<file path="src/rtl/mdio_mgmt_pkg.sv">
package mdio_mgmt_pkg;
   // word offsets; software depends on this order
   localparam int unsigned REG_CFG = 0;
   localparam int unsigned REG_CMD = 1;
   localparam int unsigned REG_ADR = 2;
   localparam int unsigned REG_CTL = 3;
   localparam int unsigned REG_STS = 4;
   localparam int unsigned REG_IND = 5;
   localparam int unsigned REG_IFS = 6;

   localparam int unsigned CFG_MRST_BIT = 31;
   localparam int unsigned CMD_RD_BIT   = 0;
   localparam int unsigned CMD_SCAN_BIT = 1;
   localparam int unsigned IND_BUSY_BIT = 0;
   localparam int unsigned IND_NV_BIT   = 2;
   localparam int unsigned ADR_PHY_LSB  = 8;

   localparam int unsigned PHY_W = 5;
   localparam int unsigned REG_W = 5;
   localparam int unsigned DAT_W = 16;

   localparam logic [1:0] SOF_PAT = 2'b01;
   localparam logic [1:0] OP_WR   = 2'b01;
   localparam logic [1:0] OP_RD   = 2'b10;
   localparam logic [1:0] TA_WR   = 2'b10;

   typedef enum logic {SEQ_IDLE, SEQ_SHIFT} seq_state_e;

   typedef struct packed {
      logic             rd;
      logic [PHY_W-1:0] phy;
      logic [REG_W-1:0] regn;
      logic [DAT_W-1:0] data;
   } mdio_req_t;
endpackage

</file>
<file path="src/rtl/mdio_clk_gen.sv">
module mdio_clk_gen #(
   parameter int unsigned DIV_W = 3
) (
   input  logic             clk,
   input  logic             rst_n,
   input  logic             clr,
   input  logic             run,
   input  logic [DIV_W-1:0] div,
   output logic             mdc,
   output logic             rise_evt,
   output logic             fall_evt
);
   logic [DIV_W-1:0] cnt_q;
   logic             wrap;

   assign wrap = (cnt_q == div);

   always_ff @(posedge clk or negedge rst_n) begin
      if (!rst_n) begin
         cnt_q <= '0;
         mdc   <= 1'b0;
      end else if (clr || !run) begin
         cnt_q <= '0;
         mdc   <= 1'b0;
      end else if (wrap) begin
         cnt_q <= '0;
         mdc   <= ~mdc;
      end else begin
         cnt_q <= cnt_q + 1'b1;
      end
   end

   // strobes mark the clock in which mdc is about to toggle
   assign rise_evt = run && !clr && wrap && !mdc;
   assign fall_evt = run && !clr && wrap &&  mdc;
endmodule

</file>
<file path="src/rtl/mdio_in_sync.sv">
module mdio_in_sync #(
   parameter int unsigned STAGES = 1
) (
   input  logic clk,
   input  logic rst_n,
   input  logic din,
   output logic dout
);
   generate
      if (STAGES == 0) begin : g_pass
         assign dout = din;
      end else begin : g_chain
         logic [STAGES-1:0] chain_q;
         always_ff @(posedge clk or negedge rst_n) begin
            if (!rst_n) chain_q <= '1;
            else if (STAGES == 1) chain_q <= din;
            else chain_q <= {chain_q[STAGES-1:0] << 1} | {{(STAGES-1){1'b0}}, din};
         end
         assign dout = chain_q[STAGES-1];
      end
   endgenerate
endmodule

</file>
<file path="src/rtl/mdio_frame_seq.sv">
module mdio_frame_seq
   import mdio_mgmt_pkg::*;
#(
   parameter int unsigned PRE_LEN = 32
) (
   input  logic             clk,
   input  logic             rst_n,
   input  logic             srst,
   input  logic             start,
   input  mdio_req_t        req,
   input  logic             rise_evt,
   input  logic             fall_evt,
   input  logic             mdio_in_s,
   output logic             busy,
   output logic             mdio_out,
   output logic             mdio_oe,
   output logic             done_rd,
   output logic [DAT_W-1:0] rd_data
);
   localparam int unsigned FRAME_W  = PRE_LEN + 32;
   localparam int unsigned IDX_W    = $clog2(FRAME_W);
   localparam int unsigned TA_IDX   = PRE_LEN + 14;
   localparam int unsigned DATA_IDX = PRE_LEN + 16;
   localparam int unsigned LAST_IDX = FRAME_W - 1;

   seq_state_e         state_q;
   logic [IDX_W-1:0]   idx_q;
   logic [FRAME_W-1:0] tx_q;
   logic [DAT_W-1:0]   rx_q;
   logic               is_rd_q;

   always_ff @(posedge clk or negedge rst_n) begin
      if (!rst_n) begin
         state_q <= SEQ_IDLE;
         idx_q   <= '0;
         tx_q    <= '0;
         rx_q    <= '0;
         is_rd_q <= 1'b0;
         done_rd <= 1'b0;
      end else if (srst) begin
         state_q <= SEQ_IDLE;
         idx_q   <= '0;
         tx_q    <= '0;
         done_rd <= 1'b0;
      end else begin
         done_rd <= 1'b0;
         unique case (state_q)
            SEQ_IDLE: begin
               if (start) begin
                  state_q <= SEQ_SHIFT;
                  idx_q   <= '0;
                  is_rd_q <= req.rd;
                  tx_q    <= {{PRE_LEN{1'b1}}, SOF_PAT, (req.rd ? OP_RD : OP_WR),
                              req.phy, req.regn, TA_WR,
                              (req.rd ? {DAT_W{1'b0}} : req.data)};
               end
            end
            SEQ_SHIFT: begin
               if (rise_evt && is_rd_q && (idx_q >= IDX_W'(DATA_IDX)))
                  rx_q <= {rx_q[DAT_W-2:0], mdio_in_s};
               if (fall_evt) begin
                  tx_q <= {tx_q[FRAME_W-2:0], 1'b0};
                  if (idx_q == IDX_W'(LAST_IDX)) begin
                     state_q <= SEQ_IDLE;
                     done_rd <= is_rd_q;
                  end else begin
                     idx_q <= idx_q + 1'b1;
                  end
               end
            end
            default: state_q <= SEQ_IDLE;
         endcase
      end
   end

   assign busy     = (state_q == SEQ_SHIFT);
   assign mdio_out = tx_q[FRAME_W-1];
   assign mdio_oe  = busy && (!is_rd_q || (idx_q < IDX_W'(TA_IDX)));
   assign rd_data  = rx_q;
endmodule

</file>
<file path="src/rtl/mdio_reg_bank.sv">
module mdio_reg_bank
   import mdio_mgmt_pkg::*;
#(
   parameter int unsigned BUS_AW   = 3,
   parameter int unsigned BUS_DW   = 32,
   parameter int unsigned DIV_W    = 3,
   parameter int unsigned DIV_INIT = 3
) (
   input  logic              clk,
   input  logic              rst_n,
   input  logic              bus_wr_en,
   input  logic [BUS_AW-1:0] bus_addr,
   input  logic [BUS_DW-1:0] bus_wdata,
   output logic [BUS_DW-1:0] bus_rdata,
   input  logic              busy,
   input  logic              done_rd,
   input  logic [DAT_W-1:0]  rd_data,
   input  logic              mdio_in_s,
   output logic              start,
   output mdio_req_t         req,
   output logic [DIV_W-1:0]  div,
   output logic              mrst,
   output logic              not_valid
);
   logic             sel_cfg, sel_cmd, sel_adr, sel_ctl;
   logic [1:0]       cmd_q;
   logic [PHY_W-1:0] phy_q;
   logic [REG_W-1:0] regn_q;
   logic [DAT_W-1:0] ctl_q, sts_q;
   logic             rd_rise, can_go, go_wr, go_rd_cmd, go_scan;
   logic [31:0]      word;

   assign sel_cfg = bus_wr_en && (bus_addr == BUS_AW'(REG_CFG));
   assign sel_cmd = bus_wr_en && (bus_addr == BUS_AW'(REG_CMD));
   assign sel_adr = bus_wr_en && (bus_addr == BUS_AW'(REG_ADR));
   assign sel_ctl = bus_wr_en && (bus_addr == BUS_AW'(REG_CTL));

   assign rd_rise   = sel_cmd && bus_wdata[CMD_RD_BIT] && !cmd_q[CMD_RD_BIT];
   assign can_go    = !busy && !mrst;
   assign go_wr     = can_go && sel_ctl;
   assign go_rd_cmd = can_go && rd_rise;
   assign go_scan   = can_go && cmd_q[CMD_SCAN_BIT] && !sel_ctl && !rd_rise;
   assign start     = go_wr || go_rd_cmd || go_scan;

   always_comb begin
      req.rd   = !go_wr;
      req.phy  = phy_q;
      req.regn = regn_q;
      req.data = bus_wdata[DAT_W-1:0];
   end

   always_ff @(posedge clk or negedge rst_n) begin
      if (!rst_n) begin
         mrst      <= 1'b0;
         div       <= DIV_W'(DIV_INIT);
         cmd_q     <= '0;
         phy_q     <= '0;
         regn_q    <= '0;
         ctl_q     <= '0;
         sts_q     <= '0;
         not_valid <= 1'b0;
      end else begin
         if (sel_cfg) begin
            mrst <= bus_wdata[CFG_MRST_BIT];
            div  <= bus_wdata[DIV_W-1:0];
         end
         if (sel_cmd) cmd_q <= bus_wdata[1:0];
         if (sel_adr) begin
            phy_q  <= bus_wdata[ADR_PHY_LSB +: PHY_W];
            regn_q <= bus_wdata[REG_W-1:0];
         end
         if (go_wr)   ctl_q <= bus_wdata[DAT_W-1:0];
         if (done_rd) sts_q <= rd_data;
         if (mrst)           not_valid <= 1'b0;
         else if (go_rd_cmd) not_valid <= 1'b1;
         else if (done_rd)   not_valid <= 1'b0;
      end
   end

   always_comb begin
      word = '0;
      unique case (bus_addr)
         BUS_AW'(REG_CFG): begin
            word[CFG_MRST_BIT] = mrst;
            word[DIV_W-1:0]    = div;
         end
         BUS_AW'(REG_CMD): word[1:0] = cmd_q;
         BUS_AW'(REG_ADR): begin
            word[ADR_PHY_LSB +: PHY_W] = phy_q;
            word[REG_W-1:0]            = regn_q;
         end
         BUS_AW'(REG_CTL): word[DAT_W-1:0] = ctl_q;
         BUS_AW'(REG_STS): word[DAT_W-1:0] = sts_q;
         BUS_AW'(REG_IND): begin
            word[IND_BUSY_BIT] = busy;
            word[IND_NV_BIT]   = not_valid;
         end
         BUS_AW'(REG_IFS): word[1:0] = {cmd_q[CMD_SCAN_BIT], mdio_in_s};
         default: word = '0;
      endcase
   end

   assign bus_rdata = BUS_DW'(word);
endmodule

</file>
<file path="src/rtl/mdio_mgmt_master.sv">
module mdio_mgmt_master
   import mdio_mgmt_pkg::*;
#(
   parameter int unsigned BUS_AW   = 3,
   parameter int unsigned BUS_DW   = 32,
   parameter int unsigned DIV_W    = 3,
   parameter int unsigned DIV_INIT = 3,
   parameter int unsigned PRE_LEN  = 32,
   parameter int unsigned IN_SYNC  = 1
) (
   input  logic              clk,
   input  logic              rst_n,
   input  logic              bus_wr_en,
   input  logic [BUS_AW-1:0] bus_addr,
   input  logic [BUS_DW-1:0] bus_wdata,
   output logic [BUS_DW-1:0] bus_rdata,
   output logic              mdc,
   output logic              mdio_out,
   output logic              mdio_oe,
   input  logic              mdio_in
);
   if (BUS_DW < 32) begin : g_chk_dw
      $error("BUS_DW must be at least 32");
   end
   if (BUS_AW < 3) begin : g_chk_aw
      $error("BUS_AW must be at least 3");
   end
   if (DIV_W < 1 || DIV_W > 8) begin : g_chk_div
      $error("DIV_W must lie in 1..8");
   end
   if (DIV_INIT >= (1 << DIV_W)) begin : g_chk_init
      $error("DIV_INIT does not fit in DIV_W bits");
   end
   if (PRE_LEN < 1 || PRE_LEN > 32) begin : g_chk_pre
      $error("PRE_LEN must lie in 1..32");
   end
   if (IN_SYNC > 3) begin : g_chk_sync
      $error("IN_SYNC must lie in 0..3");
   end

   logic             mdio_in_s;
   logic             seq_busy, seq_done_rd, seq_start, mgmt_rst, rd_not_valid;
   logic             mdc_rise, mdc_fall;
   logic [DIV_W-1:0] div_sel;
   logic [DAT_W-1:0] seq_rd_data;
   mdio_req_t        seq_req;

   mdio_in_sync #(.STAGES(IN_SYNC)) u_sync (
      .clk(clk), .rst_n(rst_n), .din(mdio_in), .dout(mdio_in_s));

   mdio_reg_bank #(.BUS_AW(BUS_AW), .BUS_DW(BUS_DW), .DIV_W(DIV_W), .DIV_INIT(DIV_INIT)) u_regs (
      .clk(clk), .rst_n(rst_n), .bus_wr_en(bus_wr_en), .bus_addr(bus_addr),
      .bus_wdata(bus_wdata), .bus_rdata(bus_rdata), .busy(seq_busy),
      .done_rd(seq_done_rd), .rd_data(seq_rd_data), .mdio_in_s(mdio_in_s),
      .start(seq_start), .req(seq_req), .div(div_sel), .mrst(mgmt_rst),
      .not_valid(rd_not_valid));

   mdio_clk_gen #(.DIV_W(DIV_W)) u_clk (
      .clk(clk), .rst_n(rst_n), .clr(mgmt_rst), .run(seq_busy), .div(div_sel),
      .mdc(mdc), .rise_evt(mdc_rise), .fall_evt(mdc_fall));

   mdio_frame_seq #(.PRE_LEN(PRE_LEN)) u_seq (
      .clk(clk), .rst_n(rst_n), .srst(mgmt_rst), .start(seq_start), .req(seq_req),
      .rise_evt(mdc_rise), .fall_evt(mdc_fall), .mdio_in_s(mdio_in_s),
      .busy(seq_busy), .mdio_out(mdio_out), .mdio_oe(mdio_oe),
      .done_rd(seq_done_rd), .rd_data(seq_rd_data));
endmodule

</file>
<file path="config.mk">
export PLATFORM = sky130hd
export DESIGN_NAME = mdio_mgmt_master
export DESIGN_NICKNAME = d
export VERILOG_FILES = /design/src/rtl/mdio_mgmt_pkg.sv /design/src/rtl/mdio_clk_gen.sv /design/src/rtl/mdio_in_sync.sv /design/src/rtl/mdio_frame_seq.sv /design/src/rtl/mdio_reg_bank.sv /design/src/rtl/mdio_mgmt_master.sv
export SDC_FILE = /design/constraint.sdc
export NUM_CORES = 1
export LEC_CHECK = 0
export ABC_AREA = 0
export BUFFER_PORTS_ARGS = -buffer_cell sky130_fd_sc_hd__buf_2
export CAP_MARGIN = 15
export CORE_ASPECT_RATIO = 0.7
export CORE_MARGIN = 2
export CORE_UTILIZATION = 35
export DETAILED_ROUTE_END_ITERATION = 10
export HOLD_SLACK_MARGIN = 0.1
export PLACE_DENSITY = 0.61
export SYNTH_ARGS = -nofsm -noshare
export SYNTH_HDL_FRONTEND = slang
export SYNTH_SLANG_ARGS = --single-unit
export TNS_END_PERCENT = 30
</file>
<file path="constraint.sdc">
create_clock -name clk -period 1.9 [get_ports clk]
set_input_delay 0.38 -clock clk [delete_from_list [all_inputs] [get_ports clk]]
set_output_delay 0.38 -clock clk [all_outputs]
set_load 0.005 [all_outputs]
</file>
# Word-level counts from Yosys, hierarchy flattened
# Cells that the tools add are included.
# classes
n_reduce_logical	39
n_mux	35
n_eq_ne	11
n_bitwise	3
add_sub_neg	2
magnitude_cmp	2
# ops
op	count
64-bit two-way mux	3
64-bit case mux with 2 select lines	1
6-bit two-way mux	4
1-bit logical AND	19
16-bit two-way mux	1
5-bit case mux with 3 select lines	1
1-bit two-way mux	14
3-bit case mux with 2 select lines	2
6-bit case mux with 2 select lines	1
1-bit case mux with 5 select lines	2
3-bit equality test (second input constant)	3
3-bit != test (second input constant)	3
3-bit AND reduction	3
1-bit logical NOT	8
1-bit case mux with 7 select lines	1
6-bit by 1-bit adder with 6-bit output (second input constant)	1
3-bit by 2-bit equality test with 1-bit output (second input constant)	2
6-bit equality test (second input constant)	1
6-bit greater-or-equal comparator (second input constant)	1
6-bit < comparator (second input constant)	1
3-bit two-way mux	2
2-bit case mux with 3 select lines	1
1-bit logical OR	4
3-bit by 1-bit adder with 3-bit output (second input constant)	1
other kinds (10)	12
# word_totals
ff_bits	143
out_inout_bits	35
wordCells	109
input_bits	39

# Logic depth before layout (Yosys ltp)
# logic_depth
depth_word	10
ltp_mapped	9
depth_no_buf	6

# Hierarchy
# Synthesis repeated with hierarchy kept, for this count alone.
# unflattened
cells_unflattened	549
area_unflattened_um2	6687.7
# modules_own_cells
mod	area_per_inst_um2	seq_area_each_um2	cells_each	instances
mdio_frame_seq	3862.5	2227.1	319	1
mdio_reg_bank	2581.2	1228.7	209	1
mdio_clk_gen	217.7	100.1	20	1
mdio_in_sync	26.3	26.3	1	1

# Least setup slack after synthesis
# No wires, ideal clock.
# synth_timing
path_kind	flip-flop to flip-flop
startpoint	register u_regs.div[1]
endpoint	register u_seq.rx_q[0] (netlist: u_seq.rd_data[0])
stages_incl_launch_ff	6
setup_slack_ps	22
period_less_slack_ps	1878
t_required_ps	1775
path_buffers	1
arrival_ps	1753
setup_ps	125
path_cell_list	dfstp_2 > xor2_1 > nor3_1 > nand4_2 > buf_6 > mux2_4
# synth_via
elab_chain_len	6
# synth_rtl
element	line	source
from (decl)	mdio_reg_bank.sv:21	output logic [DIV_W-1:0] div,
from (signal assigned)	mdio_reg_bank.sv:55	div <= DIV_W'(DIV_INIT);
from (signal assigned)	mdio_reg_bank.sv:65	div <= bus_wdata[DIV_W-1:0];
3-bit equality test	mdio_clk_gen.sv:16	assign wrap = (cnt_q == div);
1-bit logical AND (2 in series)	mdio_clk_gen.sv:34	assign rise_evt = run && !clr && wrap && !mdc;
1-bit logical AND (2 in series)	mdio_frame_seq.sv:59	if (rise_evt && is_rd_q && (idx_q >= IDX_W'(DATA_IDX)))
3-bit AND reduction (no source line)	n/a	
to (signal assigned)	mdio_frame_seq.sv:60	rx_q <= {rx_q[DAT_W-2:0], mdio_in_s};
to (decl)	mdio_frame_seq.sv:29	logic [DAT_W-1:0] rx_q;
# No other way between the ends.
# A chain may end at the register's enable or synchronous reset.

# Worst setup path after layout
# layout_timing
startpoint	register u_regs.div[1]
endpoint	register u_seq.tx_q[15]
# layout_via
elab_chain_len	5
# layout_rtl
element	line	source
3-bit equality test	mdio_clk_gen.sv:16	
1-bit logical AND (2 in series)	mdio_clk_gen.sv:35	assign fall_evt = run && !clr && wrap && mdc;
3-bit != test (no source line)	n/a	
2-bit AND reduction (no source line)	n/a	
to (signal assigned)	mdio_frame_seq.sv:53	tx_q <= {{PRE_LEN{1'b1}}, SOF_PAT, (req.rd ? OP_RD : OP_WR),
to (signal assigned)	mdio_frame_seq.sv:62	tx_q <= {tx_q[FRAME_W-2:0], 1'b0};
to (decl)	mdio_frame_seq.sv:28	logic [FRAME_W-1:0] tx_q;
# No other way between the ends.

==> impl_metrics.ini <==
[detailed_routing]
wl_um = 15300
firstDrtPassIters = 4
ant_nets = 0
wire_per_inst_um = 15.8
vias = 4864
remaining_drc_errors = 0
via_per_inst = 5.02
drtIter0Drc = 328

[pwr]
powerDensity_nw_per_um2 = 1330
p_total_mw = 10.9
p_leak_nw = 3.98
vdd_ir_drop_max_uv = 547

[layout]
fin_area_um2 = 8190
layout_commonest_cell = dfrtp_1
layout_common_cells = 139 x dfrtp_1, 84 x nand2_1, 56 x a21oi_1
fin_nets = 756
drive_above_1_share = 0.309
synthToLayoutAreaGrowth_pct = 23.5
antenna_cells = 0

[floorplan]
dieArea_um2 = 20100
fp-row-count = 42
chipWidth_um = 169
core_um2 = 18800
num_io_pins = 74
die_h_um = 119
initial_core_util = 0.354

[critical_path]
critPathKind = flip-flop to flip-flop
crit_path_start_kind = flip-flop
crit_start = u_regs.div[1]
r2r_start = u_regs.div[1]
regToRegSetupSlack_ns = -0.11
arrival_ns = 2.30
crit_end = u_seq.tx_q[15]
cp-end-kind = flip-flop
worstPathMaxFanout = 22
ff2ff_path_depth = 6
r2r_end = u_seq.tx_q[15]
cp.required_ns = 2.19

[synthesis]
synth-edff-count = 0
synth_top_family_by_area = compound AO/OA/AOI/OAI gates
ys_warn_count = 0
synthCells = 637
synth_ff_type = dfrtp_1
synth_mux_area_frac = 0.114
synthXorXnorAreaFrac = 0.00660
ys_seq_elements = 143
synth_cell_types = 54
yosysTopAreaCellShare = 0.528
synth_fa_ha_area_frac = 0.00566
seq_area_frac_synth = 0.540
yosysTopAreaCell = dfrtp_1
synthTopCellsByArea = dfrtp_1 53%, mux2_2 6.8%, nand2_1 4.9%
async_flop_share = 1.00
avgSynthCellArea_um2 = 10.4
synth_compound_area_frac = 0.147
synth.cell_area_um2 = 6630
synthSimpleGateAreaFrac = 0.117

[cts]
clock-sinks = 143
cts_inserted_buffers = 17
cts_tree = yes
cts_root_buffer = clkbuf_16
cts_buffer_depth = 2
clkTransAtPathRegs_ns = 0.06
htreeDepth = 4
clk_latency_ns = 0.42

[sta]
setup_slack_ns = -0.110
setup_viol = 37
slew_viol_final = 0
rsz0062_at_grt = yes
fin_crit_sh = 1.06
slew_headroom = 0.623
hold_viol = 0
tightest_slew_ns = 0.566
max_freq_ghz = 0.497
finClkSkew_ns = 0.0101
layout_min_cycle_time_ns = 2.01

[run]
maxCapViolCount = 0

[global_route]
grt_pass1_wl_um = 24800
grt_max_degree = 47
grt_pass1_vias = 4698
grt_usage = 0.157
grt_overflow = 0
antenna_found_initial = 0

[worst_hold_path]
min-delay-start = bus_wdata[13]
worstHoldPathType = primary input to flip-flop

[place]
gp_congestion = 0.833
port_buffers = 43
dpl_worst_slack_ns = -0.0880
dpl_cell_area_um2 = 7370
dp.final_hpwl_um = 10100

[status]
violations = negative setup slack
status = finished, violations left
-- cell usage after synthesis (all sizes together), types with 3 or more instances --
| master | number |
|---|---|
| dfrtp | 140 |
| nand2 | 86 |
| a21oi | 68 |
| nor2 | 56 |
| mux2 | 50 |
| inv | 38 |
| buf | 36 |
| clkbuf | 23 |
| a31oi | 17 |
| o21ai | 14 |
| mux2i | 13 |
| o22a | 13 |
| o31ai | 11 |
| a22o | 6 |
| a22oi | 6 |
| and3 | 6 |
| nand2b | 4 |
| nand3 | 4 |
| dfstp | 3 |
| ha | 3 |
| nand4 | 3 |
| nor2b | 3 |
| xor2 | 3 |
-- registers in the layout, summed over array words and instances (netlist names), 2 cells and up --
| name | flops |
|---|---|
| u_clk.cnt_q | 3 |
| u_regs.cmd_q | 2 |
| u_regs.ctl_q | 16 |
| u_regs.div | 3 |
| u_regs.phy_q | 5 |
| u_regs.regn_q | 5 |
| u_regs.sts_q | 16 |
| u_seq.idx_q | 6 |
| u_seq.rd_data | 16 |
| u_seq.tx_q | 64 |
-- critical path, stage by stage (launching register included) --
cell	delay (ns)
dfstp_2	0.56
xor2_2	0.07
o41a_1	0.53
o21bai_4	0.29
buf_12	0.20
a221oi_2	0.19
nor2_1	0.06
-- cell type report --
type / count / area (um^2)
fillers: 1743 / 10600
multi-input cells: 411 / 2750
flip-flops and latches: 143 / 3580
clock buffers: 17 / 425
inverters: 38 / 143
clock inverters: 15 / 136
repair buffers: 103 / 848
well taps: 242 / 303
-- power by group --
part           total (mW)  internal, mW  switching [mW]
Combinational        3.27          1.47            1.80
Clock                3.17          1.81            1.35
Sequential           4.44          3.96           0.478
Total                10.9          7.25            3.63
-- stage by stage --
stage,cells,hold WS (ns),util,TNS (ns)
final,969,0.183,0.437,-1.79
after global routing,969,0.184,0.437,-4.53
after CTS,963,0.175,0.429,-0.673
after detailed placement,928,0.329,0.393,-0.785
after global placement,928,0.330,0.393,-0.325
after floorplan,651,0.0844,-,0
-- what timing repair did --
item,in CTS,in global routing
endpoints found under the setup margin,40,59
gates cloned,0,2
setup buffers,1,4
hold buffers,2,0
hold endpoints to repair,34,0
resized for setup,25,25
pin swaps,8,7
-- per-layer routing --
layer / wire, um / part of all wire / vias to the layer above / global-route usage
li1: - / - / 2316 / -
met1: 8160 / 0.53 / 2411 / 0.248
met2: 6190 / 0.40 / 124 / 0.210
met3: 837 / 0.055 / 13 / 0.0349
met4: 144 / 0.0094 / 0 / 0.0469
met5: 0 / 0 / - / 0
-- worst min-delay path by stage --
stage | end | slack, ns | cells past startpoint
2_1_floorplan | u_clk.cnt_q[0] | 0.08 | 0
3_3_place_gp | u_clk.cnt_q[0] | 0.33 | 1
4_1_cts | u_regs.ctl_q[13] | 0.18 | 3
3_5_place_dp | u_clk.cnt_q[0] | 0.33 | 1
6_report | u_regs.ctl_q[13] | 0.18 | 3
5_1_grt | u_regs.ctl_q[13] | 0.18 | 3
-- kinds of logic after synthesis --
kind of cell / after synthesis
AO/OA/AOI/OAI: 148
XOR/XNOR: 5
adder cells (fa/ha/maj): 3
buffers and inverters: 97
flip-flops: 143
multiplexers: 64
other: 1
AND/OR/NAND/NOR: 176
Power figures use the tool's default switching activity.
